$ cat src/rtl/inep_pkg.sv
package inep_pkg;
    typedef enum logic [1:0] {
        HS_NAK   = 2'b00,
        HS_DATA  = 2'b01,
        HS_STALL = 2'b10
    } hs_kind_e;

    typedef enum logic [2:0] {
        ST_IDLE,
        ST_REPLY_DATA,
        ST_REPLY_NAK,
        ST_REPLY_STALL,
        ST_SEND,
        ST_WAIT_HS
    } ep_state_e;

    localparam int B_ROOM   = 0;
    localparam int B_DONE   = 1;
    localparam int B_URUN   = 2;
    localparam int B_SSENT  = 3;
    localparam int B_SFORCE = 4;
    localparam int B_FLUSH  = 5;
    localparam int B_SHORT  = 6;
endpackage

$ cat src/rtl/inep_fifo.sv
// Transmit FIFO with a speculative read pointer and a commit pointer.
module inep_fifo #(
    parameter int DEPTH = 128,
    parameter int DW    = 8,
    localparam int AW   = $clog2(DEPTH),
    localparam int PW   = AW + 1
) (
    input  logic          clk,
    input  logic          rst_n,
    input  logic          push,
    input  logic [DW-1:0] push_data,
    input  logic          pop,
    input  logic          flush,
    input  logic          commit,
    input  logic          rewind,
    output logic [DW-1:0] head,
    output logic [PW-1:0] unread,
    output logic [PW-1:0] stored,
    output logic          empty,
    output logic          full
);
    logic [DW-1:0] mem [DEPTH];
    logic [PW-1:0] wr_q, rd_q, cm_q;

    assign stored = wr_q - cm_q;
    assign unread = wr_q - rd_q;
    assign empty  = (unread == '0);
    assign full   = (stored == PW'(DEPTH));
    assign head   = mem[rd_q[AW-1:0]];

    always_ff @(posedge clk) begin
        if (push && !full && !flush) begin
            mem[wr_q[AW-1:0]] <= push_data;
        end
    end

    always_ff @(posedge clk or negedge rst_n) begin
        if (!rst_n) begin
            wr_q <= '0;
            rd_q <= '0;
            cm_q <= '0;
        end else if (flush) begin
            wr_q <= '0;
            rd_q <= '0;
            cm_q <= '0;
        end else begin
            if (push && !full) begin
                wr_q <= wr_q + 1'b1;
            end
            if (rewind) begin
                rd_q <= cm_q;
            end else if (pop && !empty) begin
                rd_q <= rd_q + 1'b1;
            end
            if (commit) begin
                cm_q <= rd_q;
            end
        end
    end
endmodule

$ cat src/rtl/inep_csr.sv
// Control/status register: mixed read-only, W1C, W1S and R/W bits.
module inep_csr
    import inep_pkg::*;
(
    input  logic       clk,
    input  logic       rst_n,
    input  logic       wr_en,
    input  logic [7:0] wr_data,
    input  logic       room,
    input  logic       set_done,
    input  logic       set_urun,
    input  logic       set_ssent,
    input  logic       clr_short,
    output logic [7:0] rd_data,
    output logic       stall_force,
    output logic       short_arm,
    output logic       flush_req
);
    logic       done_q, urun_q, ssent_q, force_q, arm_q;
    logic [7:0] ones;

    assign ones = wr_en ? wr_data : 8'h00;

    always_ff @(posedge clk or negedge rst_n) begin
        if (!rst_n) begin
            done_q  <= 1'b0;
            urun_q  <= 1'b0;
            ssent_q <= 1'b0;
            force_q <= 1'b0;
            arm_q   <= 1'b0;
        end else begin
            // hardware set wins over a same-cycle software clear
            done_q  <= set_done  | (done_q  & ~ones[B_DONE]);
            urun_q  <= set_urun  | (urun_q  & ~ones[B_URUN]);
            ssent_q <= set_ssent | (ssent_q & ~ones[B_SSENT]);
            arm_q   <= ones[B_SHORT] | (arm_q & ~clr_short);
            if (wr_en) begin
                force_q <= wr_data[B_SFORCE];
            end
        end
    end

    always_comb begin
        rd_data           = 8'h00;
        rd_data[B_ROOM]   = room;
        rd_data[B_DONE]   = done_q;
        rd_data[B_URUN]   = urun_q;
        rd_data[B_SSENT]  = ssent_q;
        rd_data[B_SFORCE] = force_q;
        rd_data[B_SHORT]  = arm_q;
    end

    assign stall_force = force_q;
    assign short_arm   = arm_q;
    assign flush_req   = ones[B_FLUSH];
endmodule

$ cat src/rtl/inep_fsm.sv
// Token / data / handshake sequencer.
module inep_fsm
    import inep_pkg::*;
#(
    parameter int MPS = 64,
    parameter int PW  = 8,
    parameter int LW  = 7
) (
    input  logic          clk,
    input  logic          rst_n,
    input  logic          tok_in,
    input  logic          byte_req,
    input  logic          hs_valid,
    input  logic          hs_ack,
    input  logic          stall_force,
    input  logic          short_arm,
    input  logic [PW-1:0] unread,
    input  logic          fifo_empty,
    output logic          resp_valid,
    output hs_kind_e      resp_kind,
    output logic [LW-1:0] pkt_len,
    output logic          tx_last,
    output logic          sending,
    output logic          in_idle,
    output logic          in_wait,
    output logic          pop,
    output logic          underrun,
    output logic          commit,
    output logic          rewind,
    output logic          set_ssent,
    output logic          clr_short
);
    ep_state_e     state_q, state_d;
    logic [LW-1:0] len_q, len_d, rem_q, rem_d;
    logic          short_q, short_d;

    // state register
    always_ff @(posedge clk or negedge rst_n) begin
        if (!rst_n) begin
            state_q <= ST_IDLE;
            len_q   <= '0;
            rem_q   <= '0;
            short_q <= 1'b0;
        end else begin
            state_q <= state_d;
            len_q   <= len_d;
            rem_q   <= rem_d;
            short_q <= short_d;
        end
    end

    // next state
    always_comb begin
        state_d = state_q;
        len_d   = len_q;
        rem_d   = rem_q;
        short_d = short_q;
        unique case (state_q)
            ST_IDLE: begin
                if (tok_in) begin
                    if (stall_force) begin
                        state_d = ST_REPLY_STALL;
                    end else if (unread >= PW'(MPS)) begin
                        state_d = ST_REPLY_DATA;
                        len_d   = LW'(MPS);
                        short_d = 1'b0;
                    end else if (short_arm) begin
                        state_d = ST_REPLY_DATA;
                        len_d   = LW'(unread);
                        short_d = 1'b1;
                    end else begin
                        state_d = ST_REPLY_NAK;
                    end
                end
            end
            ST_REPLY_DATA: begin
                rem_d   = len_q;
                state_d = (len_q == '0) ? ST_WAIT_HS : ST_SEND;
            end
            ST_REPLY_NAK, ST_REPLY_STALL: begin
                state_d = ST_IDLE;
            end
            ST_SEND: begin
                if (byte_req) begin
                    rem_d = rem_q - 1'b1;
                    if (rem_q == LW'(1)) begin
                        state_d = ST_WAIT_HS;
                    end
                end
            end
            ST_WAIT_HS: begin
                if (hs_valid) begin
                    state_d = ST_IDLE;
                end
            end
            default: state_d = ST_IDLE;
        endcase
    end

    // outputs
    always_comb begin
        resp_valid = 1'b0;
        resp_kind  = HS_NAK;
        sending    = 1'b0;
        in_idle    = 1'b0;
        in_wait    = 1'b0;
        set_ssent  = 1'b0;
        unique case (state_q)
            ST_IDLE:        in_idle = 1'b1;
            ST_REPLY_DATA:  begin resp_valid = 1'b1; resp_kind = HS_DATA;  end
            ST_REPLY_NAK:   begin resp_valid = 1'b1; resp_kind = HS_NAK;   end
            ST_REPLY_STALL: begin resp_valid = 1'b1; resp_kind = HS_STALL; set_ssent = 1'b1; end
            ST_SEND:        sending = 1'b1;
            ST_WAIT_HS:     in_wait = 1'b1;
            default:        in_idle = 1'b0;
        endcase
        pkt_len   = len_q;
        tx_last   = sending && (rem_q == LW'(1));
        pop       = sending && byte_req;
        underrun  = sending && byte_req && fifo_empty;
        commit    = in_wait && hs_valid && hs_ack;
        rewind    = in_wait && hs_valid && !hs_ack;
        clr_short = commit && short_q;
    end
endmodule

$ cat src/rtl/bulk_in_ep.sv
module bulk_in_ep
    import inep_pkg::*;
#(
    parameter int DEPTH = 128,
    parameter int MPS   = 64,
    localparam int AW   = $clog2(DEPTH),
    localparam int PW   = AW + 1,
    localparam int LW   = $clog2(MPS + 1)
) (
    input  logic          clk,
    input  logic          rst_n,
    input  logic          csr_we,
    input  logic [7:0]    csr_wdata,
    output logic [7:0]    csr_rdata,
    input  logic          fifo_we,
    input  logic [7:0]    fifo_wdata,
    input  logic          tok_in,
    output logic          resp_valid,
    output logic [1:0]    resp_kind,
    output logic [LW-1:0] pkt_len,
    input  logic          byte_req,
    output logic [7:0]    tx_byte,
    output logic          tx_last,
    input  logic          hs_valid,
    input  logic          hs_ack
);
    logic [7:0]    head;
    logic [PW-1:0] unread, stored;
    logic          fifo_empty, fifo_full, room;
    logic          stall_force, short_arm, flush_req;
    logic          sending, in_idle, in_wait, pop, underrun, commit, rewind;
    logic          set_ssent, clr_short;
    hs_kind_e      kind;

    assign room = (stored <= PW'(DEPTH - MPS));

    inep_fifo #(.DEPTH(DEPTH), .DW(8)) i_fifo (
        .clk(clk), .rst_n(rst_n),
        .push(fifo_we), .push_data(fifo_wdata),
        .pop(pop), .flush(flush_req), .commit(commit), .rewind(rewind),
        .head(head), .unread(unread), .stored(stored),
        .empty(fifo_empty), .full(fifo_full)
    );

    inep_csr i_csr (
        .clk(clk), .rst_n(rst_n),
        .wr_en(csr_we), .wr_data(csr_wdata), .room(room),
        .set_done(commit), .set_urun(underrun), .set_ssent(set_ssent),
        .clr_short(clr_short), .rd_data(csr_rdata),
        .stall_force(stall_force), .short_arm(short_arm), .flush_req(flush_req)
    );

    inep_fsm #(.MPS(MPS), .PW(PW), .LW(LW)) i_fsm (
        .clk(clk), .rst_n(rst_n),
        .tok_in(tok_in), .byte_req(byte_req),
        .hs_valid(hs_valid), .hs_ack(hs_ack),
        .stall_force(stall_force), .short_arm(short_arm),
        .unread(unread), .fifo_empty(fifo_empty),
        .resp_valid(resp_valid), .resp_kind(kind), .pkt_len(pkt_len),
        .tx_last(tx_last), .sending(sending), .in_idle(in_idle), .in_wait(in_wait),
        .pop(pop), .underrun(underrun), .commit(commit), .rewind(rewind),
        .set_ssent(set_ssent), .clr_short(clr_short)
    );

    assign resp_kind = kind;
    assign tx_byte   = (sending && !fifo_empty) ? head : 8'h00;
endmodule

$ cat config.mk
export PLATFORM = sky130hd
export DESIGN_NAME = bulk_in_ep
export DESIGN_NICKNAME = d
export VERILOG_FILES = /design/src/rtl/inep_pkg.sv /design/src/rtl/inep_fifo.sv /design/src/rtl/inep_csr.sv /design/src/rtl/inep_fsm.sv /design/src/rtl/bulk_in_ep.sv
export SDC_FILE = /design/constraint.sdc
export NUM_CORES = 1
export LEC_CHECK = 0
export ABC_AREA = 0
export ABC_CLOCK_PERIOD_IN_PS = 11200
export BUFFER_PORTS_ARGS = -buffer_cell sky130_fd_sc_hd__buf_2
export CORE_AREA = 4 4 286 288
export CTS_BUF_LIST = sky130_fd_sc_hd__clkbuf_8
export CTS_CLUSTER_SIZE = 28
export DETAILED_ROUTE_END_ITERATION = 8
export DIE_AREA = 0 0 290 292
export PLACE_DENSITY = 0.68
export SETUP_SLACK_MARGIN = 0.1
export SLEW_MARGIN = 30
export SYNTH_ARGS = -nofsm -noshare
export SYNTH_HDL_FRONTEND = slang
export SYNTH_SLANG_ARGS = --single-unit
$ cat constraint.sdc
create_clock -name clk -period 11.2 [get_ports clk]
set_input_delay 2.24 -clock clk [delete_from_list [all_inputs] [get_ports clk]]
set_output_delay 2.24 -clock clk [all_outputs]
set_load 0.02 [all_outputs]
==> results.json <==
{
  "status": "completed",
  "antenna_found_initial": 5,
  "htree_levels": 4,
  "vdd_ir_drop_max_mv": 0.137,
  "setup.worst_path.class": "reg2out",
  "clkTransAtPathRegs_ns": 0.06,
  "synth.area.mux_share_pct": 13.8,
  "grt_max_degree": 106,
  "skew_ns": 0.0492,
  "placeableCoreArea_mm2": 0.0789,
  "hold_viol": 0,
  "rsz0062_at_grt": "no",
  "start_util_pct": 54.7,
  "power.density_mw_per_mm2": 205,
  "p_sw_share_pct": 29.7,
  "vias": 23500,
  "yosys-top-cells-count": "1024 x edfxtp_1, 222 x mux4_2, 211 x nor2_1, 128 x nand2_1, 89 x mux2i_1",
  "rows": 103,
  "reg2reg_from": "i_fifo.wr_q[3]$_DFFE_PN0P_",
  "synthFlopType": "edfxtp_1",
  "min_period_over_period_pct": 68.3,
  "critical_path_arrival_ns": 5.41,
  "tns_ns": 0,
  "dieArea_mm2": 0.0847,
  "grt.overflow.total": 0,
  "area.growth.synth_to_final_pct": 9.78,
  "critPathLaunchType": "flop",
  "cts_tree": "done",
  "yosys.area_share.simple_pct": 4.87,
  "synth_top_area_cell": "edfxtp_1",
  "synth_area_leaders": "edfxtp_1 71%, mux4_2 12%, dfrtp_1 2.7%, mux2i_1 2.1%, nor2_1 1.8%",
  "maxSlewHeadroom_pct": 27.2,
  "crit_start": "i_fifo.rd_q[2]$_DFFE_PN0P_",
  "nets": 2513,
  "place.gp.congestion": 0.899,
  "worst_path_max_delay_cell": "dfrtp_4",
  "via_per_inst": 6.41,
  "postLayoutCellArea_mm2": 0.0474,
  "synth_top_family_by_area": "multiplexers",
  "max_clock_freq_mhz": 131,
  "clockBufferDepth": 3,
  "critPathMaxFanout": 42,
  "worst_pin_slew_ns": 1.09,
  "max_stage_delay_ns": 0.86,
  "post_cts_resized": 0,
  "hold_ws_ns": 0.479,
  "internal_power_w": 0.00683,
  "layout_min_cycle_time_ns": 7.65,
  "syn_area_per_cell_um2": 18.4,
  "io_pins": 51,
  "cts_hold_buf": 0,
  "numPortBuffers": 46,
  "clock_latency_ns": 0.84,
  "cp_num_buf_inv": 2,
  "synth_edf_count": 1024,
  "post_drt_wl_per_cell_um": 29.7,
  "grt_usage_pct": 25.6,
  "dp_hpwl_um": 63800,
  "drtIter0Drc": 2972,
  "yosysMostFrequentCell": "edfxtp_1",
  "cp-end-kind": "output port",
  "dpl_cell_area_mm2": 0.0443,
  "grt_pass1_vias": 23700,
  "cts_sinks": 1071,
  "synth-compound-area-share_pct": 4.57,
  "async_reset_ff_share_pct": 4.39,
  "synth_xor_area_share_pct": 0.142,
  "fillers": 5678,
  "syn-instance-count": 2341,
  "critPathRequiredTime_ns": 8.96,
  "die_h_um": 292,
  "ant_nets": 0,
  "post_cts_buffers": 0,
  "p_switching_w": 0.00289,
  "die_w_um": 290,
  "power_frac_clock_pct": 31.3,
  "yosysTopAreaCellShare_pct": 71.2,
  "ys_seq_area_share_pct": 73.9,
  "min_from": "i_csr.ssent_q$_DFF_PN0_",
  "synth_cell_types": 76,
  "yosysWarningCount": 0,
  "slew_violations": 0,
  "finalWirelength_um": 108000,
  "path_cells": "inv_2, ha_1, nand2b_1, a21oi_1, mux2i_1, nand4_4, nor3_4, nor2_1, a31o_1, buf_2",
  "maxCapViolations": 0,
  "hold_path_class": "reg2reg",
  "ys_seq_elements": 1071,
  "syn_area_mm2": 0.0432,
  "leakage_nw": 15.2,
  "seqPwrFrac_pct": 47.0,
  "cts_root_buffer": "clkbuf_8",
  "cp_top_family": "simple AND/OR/NAND/NOR gates",
  "synthAdderAreaFrac_pct": 0.568,
  "drive_gt1_share_pct": 20.7,
  "firstDrtPassIters": 8,
  "p_comb_share_pct": 21.6,
  "drc_errors": 0,
  "numCtsBuffers": 169,
  "grt_pass1_wl_um": 159000,
  "finalSetupViolCount": 0
}
cell families after synthesis:
group                    count (synthesis)
flip-flops                            1071
AND/OR/NAND/NOR                        478
multiplexers                           316
AO/OA/AOI/OAI                          293
buffers and inverters                  156
adder cells (fa/ha/maj)                 19
XOR/XNOR                                 7
other                                    1
flip-flops by register name, indices dropped and copies added, names as in the netlist:
signal,flops
i_csr.done_q,1
i_csr.short_arm,1
i_csr.ssent_q,1
i_csr.stall_force,1
i_csr.urun_q,1
i_fifo.cm_q,8
i_fifo.mem,1024
i_fifo.rd_q,8
i_fifo.wr_q,8
i_fsm.pkt_len,7
i_fsm.rem_q,7
i_fsm.short_q,1
i_fsm.state_q,3
placed cells by master (no fill, tap or decap), types with 6 or more instances in the layout:
cell / netlist / final
a221oi_1: 20 / 20
mux2i_1: 89 / 89
nand3_1: 50 / 47
and2_1: 6 / 6
buf_2: 23 / 37
nor4_1: 6 / 6
o211ai_1: 16 / 16
nand2_1: 128 / 128
nor2b_1: 9 / 8
or3_1: 13 / 13
and3_1: 9 / 9
a22oi_1: 33 / 33
mux4_2: 222 / 222
o22ai_1: 15 / 15
ha_1: 18 / 18
clkinvlp_4: 0 / 6
nand4_1: 7 / 7
edfxtp_1: 1024 / 1024
diode_2: 0 / 7
o21ai_1: 11 / 11
a22o_1: 15 / 15
nor3_1: 19 / 18
o21ai_0: 51 / 51
dfrtp_1: 47 / 43
clkbuf_8: 0 / 172
nor2_1: 211 / 207
inv_1: 24 / 91
buf_6: 13 / 6
clkinv_1: 3 / 39
clkinv_2: 0 / 7
buf_4: 21 / 39
a31oi_1: 22 / 22
a21oi_1: 56 / 56
stage by stage:
step	utilization [%]	instances	worst slack (ns)	power (W)
4_1_cts	60.0	3650	3.52	0.00975
3_5_place_dp	56.2	3349	4.43	0.00674
5_1_grt	60.1	3655	3.31	0.0101
3_3_place_gp	56.1	3349	4.47	0.00670
6_report	60.1	3657	3.55	0.00972
2_1_floorplan	-	2342	5.82	0.00613
final cells by class:
type                       instances  area [um^2]  area share [%]
antenna                            7         17.5          0.0370
clock buffer                     172         2370            4.99
clock inverter                   129          699            1.48
inverter                          29          109           0.230
multi-input combinational       1115        10400            21.9
sequential                      1071        31900            67.4
tap                             1050         1310            2.77
timing repair buffer              84          586            1.24
worst register-to-register path, stage by stage, from the launching register on:
cell      delay [ns]
dfrtp_1         0.64
ha_1            0.45
inv_1           0.07
a211o_1         0.25
a31oi_1         0.23
nor3_1          0.11
o211ai_2        0.62
nand3_2         1.00
nor2_1          1.03
layer usage:
metal,vias to the layer above,track usage [%],routed length [um]
li1,9771,-,-
met1,12100,36.0,42800
met2,1324,39.3,50600
met3,262,6.26,11000
met4,0,10.4,4110
met5,-,0.222,0
worst paths after layout:
check | end | slack [ns] | depth (start not counted)
worst max-delay path | tx_byte[5] | 3.55 | 10
worst max register to register | i_fifo.mem[56][3]$_DFFE_PP_ | 6.38 | 8
worst min-delay path | i_csr.ssent_q$_DFF_PN0_ | 0.48 | 1
worst min register to register | i_csr.ssent_q$_DFF_PN0_ | 0.48 | 1
min in group asynchronous | i_fifo.wr_q[6]$_DFFE_PN0P_ | 1.41 | 1
max in group asynchronous | i_fifo.rd_q[2]$_DFFE_PN0P_ | 9.29 | 1
power groups by stage:
stage | Combinational [W] | Clock (W) | Sequential [W]
floorplan | 0.00155 | 0 | 0.00458
global placement | 0.00205 | 0 | 0.00465
detailed placement | 0.00208 | 0 | 0.00465
CTS | 0.00209 | 0.00309 | 0.00457
global route | 0.00224 | 0.00329 | 0.00458
finish | 0.00210 | 0.00305 | 0.00457
(Power assumes the default switching activity.)
